File: src/rtl/gpx_pkg.sv
package gpx_pkg;
  localparam logic [7:0] A_ID     = 8'h00;
  localparam logic [7:0] A_FWHI   = 8'h01;
  localparam logic [7:0] A_FWLO   = 8'h02;
  localparam logic [7:0] A_STATE  = 8'h10;
  localparam logic [7:0] A_SYS    = 8'h40;
  localparam logic [7:0] A_DIR    = 8'h60;
  localparam logic [7:0] A_TYPE   = 8'h64;
  localparam logic [7:0] A_PULL   = 8'h68;
  localparam logic [7:0] A_SET    = 8'h6C;
  localparam logic [7:0] A_CLR    = 8'h70;
  localparam int         BANK_LEN = 3;

  localparam int SYS_EN_BIT  = 0;
  localparam int SYS_ALT_BIT = 3;
  localparam int SYS_RST_BIT = 7;

  // true when addr falls inside the three-byte bank starting at base
  function automatic logic in_bank(input logic [7:0] addr, input logic [7:0] base);
    return (addr >= base) && (addr < base + 8'(BANK_LEN));
  endfunction

  // byte index inside a bank
  function automatic logic [1:0] bank_idx(input logic [7:0] addr, input logic [7:0] base);
    logic [7:0] d;
    d = addr - base;
    return d[1:0];
  endfunction

  // identification: complement of the shifted seven-bit bus address
  function automatic logic [7:0] chip_id(input logic sel);
    return ~{6'b100001, sel, 1'b0};
  endfunction

  function automatic logic addr_mapped(input logic [7:0] addr);
    return (addr == A_ID) || (addr == A_FWHI) || (addr == A_FWLO) ||
           (addr == A_SYS) || in_bank(addr, A_STATE) || in_bank(addr, A_DIR) ||
           in_bank(addr, A_TYPE) || in_bank(addr, A_PULL) ||
           in_bank(addr, A_SET) || in_bank(addr, A_CLR);
  endfunction
endpackage

File: src/rtl/gpx_sync.sv
module gpx_sync #(
  parameter int WIDTH = 24,
  parameter int STAGES = 2
) (
  input  logic             clk,
  input  logic             rst_n,
  input  logic [WIDTH-1:0] d,
  output logic [WIDTH-1:0] q
);
  logic [WIDTH-1:0] stage_q [STAGES];

  always_ff @(posedge clk or negedge rst_n) begin
    if (!rst_n) begin
      for (int s = 0; s < STAGES; s++) stage_q[s] <= '0;
    end else begin
      stage_q[0] <= d;
      for (int s = 1; s < STAGES; s++) stage_q[s] <= stage_q[s-1];
    end
  end

  assign q = stage_q[STAGES-1];
endmodule

File: src/rtl/gpx_boot.sv
module gpx_boot #(
  parameter int CYCLES = 2000000
) (
  input  logic clk,
  input  logic rst_n,
  input  logic start,
  output logic busy
);
  localparam int CW = (CYCLES > 1) ? $clog2(CYCLES + 1) : 1;
  localparam logic [CW-1:0] LOAD = CW'(CYCLES);

  logic [CW-1:0] cnt_q;

  always_ff @(posedge clk or negedge rst_n) begin
    if (!rst_n)          cnt_q <= '0;
    else if (start)      cnt_q <= LOAD;
    else if (cnt_q != 0) cnt_q <= cnt_q - 1'b1;
  end

  assign busy = (cnt_q != '0);
endmodule

File: src/rtl/gpx_pinmux.sv
module gpx_pinmux #(
  parameter int NUM_PINS  = 24,
  parameter int MAIN_PINS = 16
) (
  input  logic                gpio_en,
  input  logic                alt_en,
  input  logic [NUM_PINS-1:0] dir,
  input  logic [NUM_PINS-1:0] typ,
  input  logic [NUM_PINS-1:0] pull,
  input  logic [NUM_PINS-1:0] olat,
  input  logic [NUM_PINS-1:0] sync_in,
  output logic [NUM_PINS-1:0] pin_en,
  output logic [NUM_PINS-1:0] pin_out,
  output logic [NUM_PINS-1:0] pin_oe,
  output logic [NUM_PINS-1:0] pin_pp,
  output logic [NUM_PINS-1:0] pin_pu,
  output logic [NUM_PINS-1:0] pin_pd,
  output logic [NUM_PINS-1:0] state
);
  for (genvar i = 0; i < NUM_PINS; i++) begin : g_pin
    if (i < MAIN_PINS) begin : g_main
      assign pin_en[i] = gpio_en;
    end else begin : g_alt
      assign pin_en[i] = gpio_en & alt_en;
    end
    logic drive, bias;
    assign drive      = pin_en[i] & dir[i];
    assign bias       = pin_en[i] & ~dir[i] & typ[i];
    assign pin_oe[i]  = drive;
    assign pin_out[i] = drive & olat[i];
    assign pin_pp[i]  = drive & typ[i];
    assign pin_pu[i]  = bias & pull[i];
    assign pin_pd[i]  = bias & ~pull[i];
    assign state[i]   = drive ? olat[i] : sync_in[i];
  end
endmodule

File: src/rtl/gpx_regcore.sv
module gpx_regcore #(
  parameter int         NUM_PINS    = 24,
  parameter int         MAIN_PINS   = 16,
  parameter int         BOOT_CYCLES = 2000000,
  parameter logic [7:0] FW_HI       = 8'h01,
  parameter logic [7:0] FW_LO       = 8'h10
) (
  input  logic                clk,
  input  logic                rst_n,
  input  logic                addr_sel,
  input  logic [7:0]          bus_addr,
  input  logic [7:0]          bus_wdata,
  input  logic                bus_wr,
  input  logic                bus_rd,
  output logic [7:0]          bus_rdata,
  input  logic [NUM_PINS-1:0] pin_in,
  output logic [NUM_PINS-1:0] pin_out,
  output logic [NUM_PINS-1:0] pin_oe,
  output logic [NUM_PINS-1:0] pin_pp,
  output logic [NUM_PINS-1:0] pin_pu,
  output logic [NUM_PINS-1:0] pin_pd
);
  import gpx_pkg::*;

  localparam int NBYTES = (NUM_PINS + 7) / 8;

  logic [NUM_PINS-1:0] dir_q, typ_q, pull_q, olat_q;
  logic                gpio_en_q, alt_en_q;
  logic [NUM_PINS-1:0] sync_in, state_w, pin_en_w;
  logic                busy_w, wr_ok, rd_ok, swrst_w, mapped_w;
  logic [7:0]          rd_mux;

  // named events for the checker
  assign wr_ok    = bus_wr & ~busy_w;
  assign rd_ok    = bus_rd & ~busy_w;
  assign swrst_w  = wr_ok && (bus_addr == A_SYS) && bus_wdata[SYS_RST_BIT];
  assign mapped_w = addr_mapped(bus_addr);

  gpx_sync #(.WIDTH(NUM_PINS), .STAGES(2)) u_sync (
    .clk(clk), .rst_n(rst_n), .d(pin_in), .q(sync_in)
  );

  gpx_boot #(.CYCLES(BOOT_CYCLES)) u_boot (
    .clk(clk), .rst_n(rst_n), .start(swrst_w), .busy(busy_w)
  );

  gpx_pinmux #(.NUM_PINS(NUM_PINS), .MAIN_PINS(MAIN_PINS)) u_pinmux (
    .gpio_en(gpio_en_q), .alt_en(alt_en_q),
    .dir(dir_q), .typ(typ_q), .pull(pull_q), .olat(olat_q),
    .sync_in(sync_in), .pin_en(pin_en_w),
    .pin_out(pin_out), .pin_oe(pin_oe), .pin_pp(pin_pp),
    .pin_pu(pin_pu), .pin_pd(pin_pd), .state(state_w)
  );

  // register writes
  always_ff @(posedge clk or negedge rst_n) begin
    if (!rst_n) begin
      dir_q <= '0; typ_q <= '0; pull_q <= '0; olat_q <= '0;
      gpio_en_q <= 1'b0; alt_en_q <= 1'b0;
    end else if (swrst_w) begin
      dir_q <= '0; typ_q <= '0; pull_q <= '0; olat_q <= '0;
      gpio_en_q <= 1'b0; alt_en_q <= 1'b0;
    end else if (wr_ok) begin
      if (bus_addr == A_SYS) begin
        gpio_en_q <= bus_wdata[SYS_EN_BIT];
        alt_en_q  <= bus_wdata[SYS_ALT_BIT];
      end
      for (int k = 0; k < NBYTES; k++) begin
        for (int b = 0; b < 8; b++) begin
          if (8*k + b < NUM_PINS) begin
            if (bus_addr == A_DIR + 8'(k))  dir_q[8*k+b]  <= bus_wdata[b];
            if (bus_addr == A_TYPE + 8'(k)) typ_q[8*k+b]  <= bus_wdata[b];
            if (bus_addr == A_PULL + 8'(k)) pull_q[8*k+b] <= bus_wdata[b];
            if (bus_addr == A_SET + 8'(k) && bus_wdata[b]) olat_q[8*k+b] <= 1'b1;
            if (bus_addr == A_CLR + 8'(k) && bus_wdata[b]) olat_q[8*k+b] <= 1'b0;
          end
        end
      end
    end
  end

  // byte b of a pin vector, zero-padded past the last pin
  function automatic logic [7:0] pick(input logic [NUM_PINS-1:0] v, input logic [1:0] k);
    logic [8*NBYTES-1:0] wide;
    wide = '0;
    wide[NUM_PINS-1:0] = v;
    return wide[8*k +: 8];
  endfunction

  always_comb begin
    rd_mux = 8'h00;
    if (bus_addr == A_ID)                rd_mux = chip_id(addr_sel);
    else if (bus_addr == A_FWHI)         rd_mux = FW_HI;
    else if (bus_addr == A_FWLO)         rd_mux = FW_LO;
    else if (bus_addr == A_SYS) begin
      rd_mux[SYS_EN_BIT]  = gpio_en_q;
      rd_mux[SYS_ALT_BIT] = alt_en_q;
    end
    else if (in_bank(bus_addr, A_STATE)) rd_mux = pick(state_w, bank_idx(bus_addr, A_STATE));
    else if (in_bank(bus_addr, A_DIR))   rd_mux = pick(dir_q, bank_idx(bus_addr, A_DIR));
    else if (in_bank(bus_addr, A_TYPE))  rd_mux = pick(typ_q, bank_idx(bus_addr, A_TYPE));
    else if (in_bank(bus_addr, A_PULL))  rd_mux = pick(pull_q, bank_idx(bus_addr, A_PULL));
    else if (in_bank(bus_addr, A_SET))   rd_mux = pick(olat_q, bank_idx(bus_addr, A_SET));
    else if (in_bank(bus_addr, A_CLR))   rd_mux = pick(olat_q, bank_idx(bus_addr, A_CLR));
  end

  always_ff @(posedge clk or negedge rst_n) begin
    if (!rst_n)      bus_rdata <= 8'h00;
    else if (bus_rd) bus_rdata <= rd_ok ? rd_mux : 8'h00;
  end
endmodule

File: config.mk
export PLATFORM = sky130hd
export DESIGN_NAME = gpx_regcore
export DESIGN_NICKNAME = d
export VERILOG_FILES = /design/src/rtl/gpx_pkg.sv /design/src/rtl/gpx_sync.sv /design/src/rtl/gpx_boot.sv /design/src/rtl/gpx_pinmux.sv /design/src/rtl/gpx_regcore.sv
export SDC_FILE = /design/constraint.sdc
export NUM_CORES = 1
export LEC_CHECK = 0
export BUFFER_PORTS_ARGS = -buffer_cell sky130_fd_sc_hd__buf_2
export CAP_MARGIN = 20
export CELL_PAD_IN_SITES_DETAIL_PLACEMENT = 0
export CELL_PAD_IN_SITES_GLOBAL_PLACEMENT = 1
export CORE_ASPECT_RATIO = 1.25
export CORE_MARGIN = 8
export CORE_UTILIZATION = 45
export CTS_CLUSTER_DIAMETER = 80
export DETAILED_ROUTE_END_ITERATION = 16
export PLACE_DENSITY = 0.95
export SYNTH_ARGS = -nofsm -noshare
export SYNTH_HDL_FRONTEND = slang
export SYNTH_SLANG_ARGS = --single-unit
export TNS_END_PERCENT = 50
File: constraint.sdc
create_clock -name clk -period 6.9 [get_ports clk]
set_input_delay 1.725 -clock clk [delete_from_list [all_inputs] [get_ports clk]]
set_output_delay 1.725 -clock clk [all_outputs]
set_load 0.02 [all_outputs]
* Yosys cells after proc, flatten, opt, wreduce, memory -nomap -nowiden
Index checks and enable logic that the tools add are counted.
Storage, ports and cells: flip-flop bits (word level) 175, input port bits 45, output and inout port bits 128, logic and storage cells 605
Cells by class: $add $sub $neg 7, magnitude comparators 12, equality and inequality tests 18, shift-type cells 6, muxes and demuxes 174, bitwise operators 221, reductions and logical operators 128
Operators by type and width (count):
- $mux W24 | 8
- $and A1 B1 Y1 | 171
- $mux W1 | 152
- $shiftx A24 B6 Y8 | 6
- $eq A8 B7 Y1 const B | 16
- $mux W8 | 10
- $reduce_bool A3 Y1 | 24
- $reduce_and A2 Y1 | 34
- $logic_and A1 B1 Y1 | 56
- $not A1 Y1 | 49
- $mux W21 | 2
- $ge A8 B7 Y1 const B | 5
- $lt A8 B7 Y1 const B | 5
- $reduce_bool A2 Y1 | 12
- $reduce_bool A21 Y1 | 1
- $sub A21 B1 Y21 const B | 1
- $sub A2 B1 Y2 const B | 6
- $eq A8 B1 Y1 const B | 1
- $eq A8 B2 Y1 const B | 1
- $ge A8 B5 Y1 const B | 1
- $logic_not A8 Y1 | 1
- $lt A8 B5 Y1 const B | 1
- $not A8 Y8 | 1
- $mux W4 | 1
- $mux W2 | 1

* Longest topological paths before layout
Gate-level depths: netlist of run 1.
depth in word-level cells 13, gate-level depth with buffers 11, gate-level depth less buffers 8

* Hierarchy
Synthesis of run 1 repeated with hierarchy kept, for this count alone.
Unflattened totals: cell total of the unflattened synthesis 1089, area total of the unflattened synthesis 10351.2 um^2
By module, submodules not included:
- gpx_regcore | instances 1, cells an instance 685, area an instance 6109.6 um^2, seq. area each 2652.5 um^2
- gpx_pinmux | instances 1, cells an instance 215, area an instance 1727.9 um^2, seq. area each 0.0 um^2
- gpx_sync | instances 1, cells an instance 72, area an instance 1381.3 um^2, seq. area each 1201.2 um^2
- gpx_boot | instances 1, cells an instance 117, area an instance 1132.3 um^2, seq. area each 525.5 um^2

* Worst setup path before layout of run 1
No wires, ideal clock.
path kind reg2out, start register gpio_en_q, end output pin_pu[0], arrival 1.963 ns, data required time 5.175 ns, setup slack 3.212 ns, stages on the path, launching flop included 7, buffers on the path 4, cells stage by stage dfrtp_1 > clkbuf_1 > clkbuf_1 > clkbuf_1 > buf_1 > nand2_1 > nor3b_1
Between the ends: word-level cells in the longest chain between the ends 3
Ends and longest elaborated chain:
- from (decl) | RTL line gpx_regcore.sv:28 | logic gpio_en_q, alt_en_q;
- from (signal assigned) | RTL line gpx_regcore.sv:65 | gpio_en_q <= bus_wdata[SYS_EN_BIT];
- $and A1 B1 Y1 (2 in a row) | RTL line gpx_pinmux.sv:28 | assign bias = pin_en[i] & ~dir[i] & typ[i];
- $and A1 B1 Y1 | RTL line gpx_pinmux.sv:32 | assign pin_pu[i] = bias & pull[i];
- to (decl) | RTL line gpx_regcore.sv:20 | output logic [NUM_PINS-1:0] pin_pu,
Every way passes these cells.

* Worst setup path after layout of run 1
start input bus_addr[6], end register pull_q[8]
Between the ends: word-level cells in the longest chain between the ends 5, elaborated cells on any way between the ends 8, those cells by class eq/ne (2); mux (1); reduce/logical (5)
Ends and longest elaborated chain:
- from (decl) | RTL line gpx_regcore.sv:11 | input logic [7:0] bus_addr,
- $eq A8 B7 Y1 | RTL line gpx_regcore.sv:36 | assign swrst_w = wr_ok && (bus_addr == A_SYS) && bus_wdata[SYS_RST_BIT];
- $logic_and A1 B1 Y1 (2 in a row) | RTL line gpx_regcore.sv:36
- $reduce_bool A2 Y1 (no source line)
- $reduce_and A2 Y1 (no source line)
- to (signal, indexed assignment) | RTL line gpx_regcore.sv:73 | if (bus_addr == A_PULL + 8'(k)) pull_q[8*k+b] <= bus_wdata[b];
- to (decl) | RTL line gpx_regcore.sv:27 | logic [NUM_PINS-1:0] dir_q, typ_q, pull_q, olat_q;
Several ways; a longest one is shown, not always the timed one. A chain may end at the register's enable or synchronous reset.

==> results of run 1 <==
-- stage by stage --
step           setup slack (ns)  power, µW  instance area (µm²)  cells  hold slack [ns]
3_3_place_gp               2.35       1170                10200   1448            0.333
4_1_cts                    2.68       2130                10800   1479            0.346
2_1_floorplan              3.21       1110                 9370   1081            0.331
5_1_grt                    2.42       2180                10800   1480            0.354
3_5_place_dp               2.24       1170                10200   1448            0.335
6_report                   2.60       2120                10800   1480            0.343
-- final cells by class --
cell class | instances | area, µm²
Clock inverter | 13 | 153
Fill cell | 1943 | 9880
Sequential cell | 175 | 4380
Inverter | 30 | 113
Timing Repair Buffer | 180 | 927
Multi-Input combinational cell | 789 | 4430
Antenna cell | 1 | 2.50
Clock buffer | 18 | 439
Tap cell | 274 | 343
-- sequential cells by signal (all words and copies together), names as in the netlist --
register        cells
dir_q              24
olat_q             24
pull_q             24
typ_q              24
u_sync.q           24
u_sync.stage_q     24
u_boot.cnt_q       21
bus_rdata           8
alt_en_q            1
gpio_en_q           1
-- Yosys cell counts, types with 8 or more instances --
cell type	instances
or2_2	9
mux2i_1	42
xor2_1	9
buf_1	8
a21oi_1	123
nand3_1	20
clkbuf_1	43
nand2_1	193
and2_1	16
o21ai_0	70
nor3_1	34
buf_4	31
and3_1	57
nor2_1	74
nor3b_1	25
inv_1	30
dfrtp_1	175
-- path summary, 6_finish.rpt --
check                           slack, ns     endpoint
min in group asynchronous            1.24    pull_q[6]
worst max register to register       2.88    pull_q[7]
worst min register to register       0.34  u_sync.q[4]
worst min-delay path                 0.34  u_sync.q[4]
worst max-delay path                 2.60    pull_q[8]
max in group asynchronous            4.44    gpio_en_q
-- worst max-delay path, cell delays in order --
cell	delay, ns
buf_2	0.23
nor4bb_1	0.98
nand4_4	0.41
nor3_1	1.02
nand2_1	0.11
a21oi_1	0.18
-- cells by family after synthesis --
family / Yosys count / synth area share
mux: 44 / 0.0472
flops: 175 / 0.467
simple gates: 483 / 0.262
xor+xnor: 16 / 0.0149
buf+inv: 117 / 0.0599
compound gates: 245 / 0.147
fa+ha+maj: 1 / 0.00133
-- power by group through the flow --
stage          registers (µW)  clock network [µW]  logic, µW
3_5_place_dp             1060                   0        104
2_1_floorplan            1060                   0       49.7
6_report                 1040                 969        106
3_3_place_gp             1060                   0        104
4_1_cts                  1040                 982        104
5_1_grt                  1040                1020        115
-- layer usage --
metal | track usage | routed length [µm] | up-vias | part of all wire
met5 | 0 | 49 | - | 0.0016
met4 | 0.118 | 1340 | 8 | 0.043
met3 | 0.0640 | 2860 | 109 | 0.091
met2 | 0.411 | 15500 | 466 | 0.49
met1 | 0.278 | 11700 | 4254 | 0.37
li1 | - | - | 3946 | -
==> impl_metrics.tcl, run 1 <==
set metrics [dict create \
    rows 59 \
    cts-buffers-inserted 17 \
    slew_viol_final 0 \
    wire_per_inst_um 21.2 \
    fin_tns_setup_ns 0 \
    htree_num_levels 4 \
    synth_seq_cells 175 \
    die_width_um 145 \
    setup_viol_count_final 0 \
    vias_per_cell 5.93 \
    p_int_uw 1620 \
    cts-resized-gates 0 \
    synth_edf_count 0 \
    max_slew_margin 0.244 \
    die_h_um 177 \
    gp_congestion 0.956 \
    final_cell_mix "nand2_1 (193), dfrtp_1 (174), buf_2 (171), a21oi_1 (123), nor2_1 (74)" \
    crit_required_ns 7.25 \
    synthFlopType "dfrtp_1" \
    async_reset_ff_frac 1.00 \
    p_seq_frac 0.492 \
    synthCells 1081 \
    route.detailed.drc 0 \
    num_vias 8783 \
    io_pins 173 \
    worstHoldPathCells 0 \
    final_common_cell "nand2_1" \
    wl_um 31400 \
    place_hpwl_um 22600 \
    io_buffers 172 \
    p_leak_uw 0.00533 \
    ys_types 59 \
    start_util 0.454 \
    yosysWarnings 0 \
    clkPwrFrac 0.457 \
    hp-class "reg -> reg" \
    path_clk_slew_ns 0.07 \
    cts_root_buffer "clkbuf_16" \
    grt_pass1_wl_um 48600 \
    skew_ns 0.0127 \
    cts_buffer_depth 2 \
    yosysTopAreaCellShare 0.467 \
    syn-num-nets 1127 \
    antenna_found_initial 5 \
    cp_max_fo 16 \
    die_area_um2 25700 \
    r2r-start "u_boot.cnt_q[0]" \
    grt_pass1_vias 8628 \
    setup.worst_path.start "bus_addr[6]" \
    worst-setup-path-type "in -> reg" \
    seq_area_frac_synth 0.467 \
    hold_buffers 0 \
    min_period_ns 4.30 \
    drt_pass1_iterations 6 \
    clk_latency_ns 0.44 \
    status "finished clean" \
    tightestPinTransition_ns 1.13 \
    synthTopCellsByArea "dfrtp_1 (47%), nand2_1 (7.7%), a21oi_1 (6.6%)" \
    syn-cell-area_um2 9370 \
    dr.first_iter.drc_count 881 \
    swShare 0.237 \
    drive_above_1_share 0.198 \
    post_cts.repair.setup_buffers 0 \
    core_um2 20700 \
    maxCapViolCount 0 \
    power.density_nw_per_um2 196 \
    ir_drop_mv 0.168 \
    worst_ep_arrival_time_ns 4.65 \
    finalHoldViolCount 0 \
    cts_num_sinks 175 \
    fin_util 0.522 \
    fin_crit_sh 0.624 \
    r2r_cells 9 \
    cts_tree "built" \
    avgSynthCellArea_um2 8.67 \
    start_kind "input port" \
    grt_setup_unrepaired "no" \
    drtAntennaViolNets 0 \
    grt_use_total 0.241 \
    synth_top_cell_by_area "dfrtp_1" \
    switchingPower_uw 502 \
    cp-end-kind "flip-flop" \
    power_frac_comb 0.050 \
    grt-ovfl-total 0 \
    nets 1239 \
    areaGrowthSynthToFinish_pct 15.1 \
    grt_max_degree 75 \
    timing.fmax_mhz 232 \
    hold_start "u_sync.stage_q[28]" \
]
Note: power is estimated with default switching activity, not from simulation.
==> run 2: changes to the inputs <==
--- a/config.mk
+++ b/config.mk
@@ -5,16 +5,17 @@
 export SDC_FILE = /design/constraint.sdc
 export NUM_CORES = 1
 export LEC_CHECK = 0
+export ABC_AREA = 1
 export BUFFER_PORTS_ARGS = -buffer_cell sky130_fd_sc_hd__buf_2
 export CAP_MARGIN = 20
 export CELL_PAD_IN_SITES_DETAIL_PLACEMENT = 0
 export CELL_PAD_IN_SITES_GLOBAL_PLACEMENT = 1
 export CORE_ASPECT_RATIO = 1.25
 export CORE_MARGIN = 8
-export CORE_UTILIZATION = 45
+export CORE_UTILIZATION = 37
 export CTS_CLUSTER_DIAMETER = 80
 export DETAILED_ROUTE_END_ITERATION = 16
-export PLACE_DENSITY = 0.95
+export PLACE_DENSITY = 0.86
 export SYNTH_ARGS = -nofsm -noshare
 export SYNTH_HDL_FRONTEND = slang
 export SYNTH_SLANG_ARGS = --single-unit
==> constraint.sdc (replaced) <==
create_clock -name clk -period 3.85 [get_ports clk]
set_input_delay 0.9625 -clock clk [delete_from_list [all_inputs] [get_ports clk]]
set_output_delay 0.9625 -clock clk [all_outputs]
set_load 0.02 [all_outputs]
==> impl_metrics.tcl, run 2 <==
set metrics [dict create \
    cpMaxStageDelayCell "dfrtp_1" \
    grt_pass1_vias 8933 \
    cts_root_buffer "clkbuf_16" \
    synthAdderAreaFrac 0.00134 \
    async_reset_ff_frac 1.00 \
    cpMostUsedCell "nand2_1" \
    rows 65 \
    core_um2 25000 \
    wire_per_inst_um 20.7 \
    worstHoldPathCells 0 \
    cts_tree "built" \
    synth_common_cells "nand2_1 (218), dfrtp_1 (175), inv_1 (172)" \
    drt_pass1_iterations 5 \
    drtAntennaViolNets 0 \
    synthSimpleGateAreaFrac 0.258 \
    grt_setup_unrepaired "no" \
    synth_top_cell_by_area "dfrtp_1" \
    areaGrowthSynthToFinish_pct 17.8 \
    ys_types 43 \
    yosysWarnings 0 \
    synth_top_family_by_area "simple AND/OR/NAND/NOR gates" \
    wl_um 34800 \
    start_util 0.374 \
    final_cell_mix "nand2_1 (218), dfrtp_1 (175), inv_1 (172), buf_2 (171), nor2_1 (144)" \
    avgSynthCellArea_um2 7.95 \
    cts_num_sinks 175 \
    post_cts.repair.setup_buffers 0 \
    path_clk_slew_ns 0.07 \
    path_cells "nand2_1 > inv_1 > nand2_1 > nor2_1 > buf_2" \
    synth_seq_cells 175 \
    crit_required_ns 2.89 \
    die_width_um 158 \
    dr.first_iter.drc_count 780 \
    syn-cell-area_um2 9360 \
    synthMuxAreaShare 0 \
    die_h_um 194 \
    fin_hold_ws_ns 0.347 \
    min_period_ns 3.24 \
    yosysMostFrequentCell "nand2_1" \
    grt_use_total 0.229 \
    syn-num-nets 1223 \
    final_common_cell "nand2_1" \
    r2r_cells 11 \
    synthFlopType "dfrtp_1" \
    power.density_nw_per_um2 349 \
    fin_crit_sh 0.843 \
    status "finished clean" \
    cp_max_fo 12 \
    synth-compound-area-share 0.151 \
    htree_num_levels 4 \
    io_pins 173 \
    grt_max_degree 68 \
    max_slew_margin 0.361 \
    hp-class "reg -> reg" \
    num_vias 9083 \
    ir_drop_mv 0.248 \
    skew_ns 0.0120 \
    drive_above_1_share 0.208 \
    io_buffers 172 \
    fin_tns_setup_ns 0 \
    cp-end-kind "primary output" \
    grt-ovfl-total 0 \
    critPathMaxStageDelay_ns 0.44 \
    seq_area_frac_synth 0.468 \
    synth_edf_count 0 \
    worst_ep_arrival_time_ns 2.28 \
    maxCapViolCount 0 \
    timing.fmax_mhz 308 \
    nets 1373 \
    vias_per_cell 5.42 \
    tightestPinTransition_ns 0.951 \
    hold_buffers 0 \
    p_leak_uw 0.00576 \
    finalHoldViolCount 0 \
    cts_buffer_depth 2 \
    die_area_um2 30700 \
    synthCells 1177 \
    route.detailed.drc 0 \
    clk_latency_ns 0.44 \
    slew_viol_final 0 \
    synthTopCellsByArea "dfrtp_1 (47%), nand2_1 (8.7%), inv_1 (6.9%)" \
    yosys.area_share.xor_xnor 0.00936 \
    antenna_found_initial 1 \
    grt_pass1_wl_um 53200 \
    gp_congestion 0.963 \
    cts-resized-gates 0 \
    place_hpwl_um 26500 \
    yosysTopAreaCellShare 0.468 \
    start_kind "flip-flop" \
    worst-setup-path-type "reg -> out" \
    setup_viol_count_final 0 \
    cts-buffers-inserted 17 \
]
[run 2: cell types whose count changed after synthesis, moves of 34 or more]
cell	before	now
inv_1	30	172
a21oi_1	123	42
nor2_1	74	144
and3_1	57	0
mux2i_1	42	0
nor4_1	3	38
nand4_1	0	34
[run 2: path summary, 6_finish.rpt]
path                                    start            endpoint  slack, ns
setup / recovery                     alt_en_q         pin_out[18]       0.61
setup reg to reg              u_boot.cnt_q[0]            typ_q[1]       1.03
hold reg to reg            u_sync.stage_q[32]         u_sync.q[8]       0.35
min in group asynchronous               rst_n        u_sync.q[13]       0.53
max in group asynchronous               rst_n  u_sync.stage_q[44]       2.53
hold / removal             u_sync.stage_q[32]         u_sync.q[8]       0.35
[run 2: routing by layer]
metal  vias up  global-route usage  wire length [µm]
met4         0              0.0945              1120
met5         -                   0                 0
met2       437               0.374             16800
li1       4184                   -                 -
met3        80              0.0424              2490
met1      4382               0.290             14300
[run 2: stage by stage]
step                      setup slack, ns  instance area [µm²]  utilization  power [µW]  instances
after floorplan                      1.11                 9360            -        2010       1177
after global placement              0.418                10400        0.416        2140       1642
after detailed placement            0.659                10400        0.417        2140       1643
after CTS                           0.624                11000        0.440        3870       1675
after global routing                0.504                11000        0.440        3980       1675
final                               0.605                11000        0.440        3850       1676
[run 2: power breakdown]
part | leakage, µW | internal (µW) | switching (µW)
logic | 0.00343 | 61.0 | 173
registers | 0.00206 | 1870 | 11.0
clock network | 0.000274 | 965 | 776
[run 2: final cells by class]
class                      count  area, µm²
clock inverter                14        156
sequential                   175       4380
fill                        2670      14000
inverter                     176        662
antenna                        1       2.50
clock buffer                  18        429
multi-input combinational    764       3930
tap                          335        419
timing repair buffer         193       1050
[run 2: kinds of logic after synthesis]
logic type,Yosys count
simple gates,520
xor+xnor,10
buf+inv,238
flops,175
compound gates,233
fa+ha+maj,1
[run 2: worst max-delay path, delay by kind of cell (launching register included)]
family                 cells  cell delay (ns)
flip-flops                 1             0.44
AND/OR/NAND/NOR            3             0.81
buffers and inverters      2             0.60
==> run 3: changes to the inputs <==
--- a/config.mk
+++ b/config.mk
@@ -12,10 +12,10 @@
 export CELL_PAD_IN_SITES_GLOBAL_PLACEMENT = 1
 export CORE_ASPECT_RATIO = 1.25
 export CORE_MARGIN = 8
-export CORE_UTILIZATION = 37
+export CORE_UTILIZATION = 41
 export CTS_CLUSTER_DIAMETER = 80
 export DETAILED_ROUTE_END_ITERATION = 16
-export PLACE_DENSITY = 0.86
+export PLACE_DENSITY = 0.9
 export SYNTH_ARGS = -nofsm -noshare
 export SYNTH_HDL_FRONTEND = slang
 export SYNTH_SLANG_ARGS = --single-unit
==> constraint.sdc (replaced) <==
create_clock -name clk -period 3.01 [get_ports clk]
set_input_delay 0.7525 -clock clk [delete_from_list [all_inputs] [get_ports clk]]
set_output_delay 0.7525 -clock clk [all_outputs]
set_load 0.02 [all_outputs]
==> impl_metrics.tcl, run 3 (synthesized netlist as in run 2, its figures left out) <==
set metrics [dict create \
    path_clk_slew_ns 0.07 \
    nFillCells 2280 \
    timing.fmax_mhz 344 \
    grt-ovfl-total 0 \
    wire_per_inst_um 20.9 \
    r2r_cells 11 \
    min_period_ns 2.91 \
    fin_crit_sh 0.965 \
    cts-buffers-inserted 17 \
    setup_viol_count_final 0 \
    die_area_um2 28000 \
    dr.first_iter.drc_count 852 \
    hold_buffers 0 \
    hp-class "in -> async" \
    critPathMaxStageDelay_ns 0.43 \
    cts_buffer_depth 2 \
    drtAntennaViolNets 0 \
    final_cell_mix "nand2_1 (218), dfrtp_1 (175), inv_1 (171), buf_2 (171), nor2_1 (143)" \
    ir_drop_mv 0.368 \
    multi_input_area_um2 3940 \
    cts_tree "built" \
    antenna_found_initial 0 \
    areaGrowthSynthToFinish_pct 18.5 \
    cts_root_buffer "clkbuf_16" \
    clk_latency_ns 0.45 \
    start_util 0.412 \
    die_h_um 185 \
    nets 1389 \
    grt_use_total 0.254 \
    fin_util 0.488 \
    num_vias 9033 \
    grt_setup_unrepaired "no" \
    power.density_nw_per_um2 444 \
    crit_required_ns 2.26 \
    worst_ep_arrival_time_ns 2.15 \
    grt_max_degree 66 \
    htree_num_levels 4 \
    cp-end-kind "primary output" \
    layout.area.seq_um2 4380 \
    io_pins 173 \
    max_slew_margin 0.534 \
    route.detailed.drc 0 \
    cpMaxStageDelayCell "dfrtp_1" \
    stdcell_count 1645 \
    gp_congestion 0.973 \
    worst-setup-path-type "reg -> out" \
    maxCapViolCount 0 \
    status "finished clean" \
    p_leak_uw 0.00582 \
    cts_num_sinks 175 \
    finalHoldViolCount 0 \
    slew_viol_final 0 \
    drive_above_1_share 0.221 \
    grt_pass1_wl_um 53100 \
    drt_pass1_iterations 5 \
    placed_cells 1611 \
    core_um2 22700 \
    fin_tns_setup_ns 0 \
    skew_ns 0.0106 \
    place_hpwl_um 26300 \
    power_uw 4930 \
    rows 62 \
    path_cells "nand2_1 > clkinvlp_4 > nand2_1 > nor2_1 > buf_2" \
    final_common_cell "nand2_1" \
    pre_cts_slack_ns 0.281 \
    grt_pass1_vias 9266 \
    io_buffers 172 \
    vias_per_cell 5.49 \
    cpMostUsedCell "nand2_1" \
    wl_um 34400 \
    tightestPinTransition_ns 0.694 \
    die_width_um 151 \
    fin_ws_ns 0.105 \
    start_kind "flip-flop" \
    cp_max_fo 11 \
]
## run 3: per-stage QoR
step | hold slack [ns] | cell area, µm²
floorplan | 0.331 | 9360
global placement | 0.333 | 10500
detailed placement | 0.336 | 10500
CTS | 0.247 | 11100
global route | 0.278 | 11100
finish | 0.252 | 11100
## run 3: worst paths after layout
| kind | start | to | slack, ns |
|---|---|---|---|
| worst max-delay path | alt_en_q | pin_out[21] | 0.10 |
| worst min-delay path | rst_n | u_sync.q[13] | 0.25 |
| worst max register to register | u_boot.cnt_q[0] | typ_q[9] | 0.28 |
| worst min register to register | u_sync.stage_q[38] | u_sync.q[14] | 0.35 |
| max in group asynchronous | rst_n | u_sync.q[4] | 2.01 |
| min in group clk | u_sync.stage_q[38] | u_sync.q[14] | 0.35 |
## run 3: worst max-delay path: cells and delay by family, from the launching register on
family / cells / cell delay, ns
buf+inv: 2 / 0.51
flops: 1 / 0.43
simple gates: 3 / 0.75
## run 3: layer usage
metal  vias up  share of wire  global-route usage
met5         -              0                   0
met4         0          0.038               0.122
met3        79          0.072              0.0550
met2       403           0.48               0.412
met1      4357           0.40               0.315
li1       4194              -                   -
## run 3: final cells by class
cell class                      count  share of cell area
Inverter                          176              0.0600
Multi-Input combinational cell    764               0.355
Sequential cell                   175               0.395
Antenna cell                        1            0.000226
Clock inverter                     13              0.0114
Tap cell                          288              0.0325
Clock buffer                       19              0.0408
Timing Repair Buffer              209               0.105
## run 3: what timing repair did
action / CTS / global route
endpoints found under the setup margin: 0 / 8
gates resized for setup: 0 / 3
buffers inserted: 0 / 1
## run 3: report_power, final
group / switching (µW) / internal [µW] / total, µW / leakage (µW)
Clock: 1020 / 1200 / 2220 / 0.000274
Combinational: 226 / 84.3 / 311 / 0.00349
Sequential: 12.8 / 2390 / 2400 / 0.00206
Total: 1260 / 3670 / 4930 / 0.00582
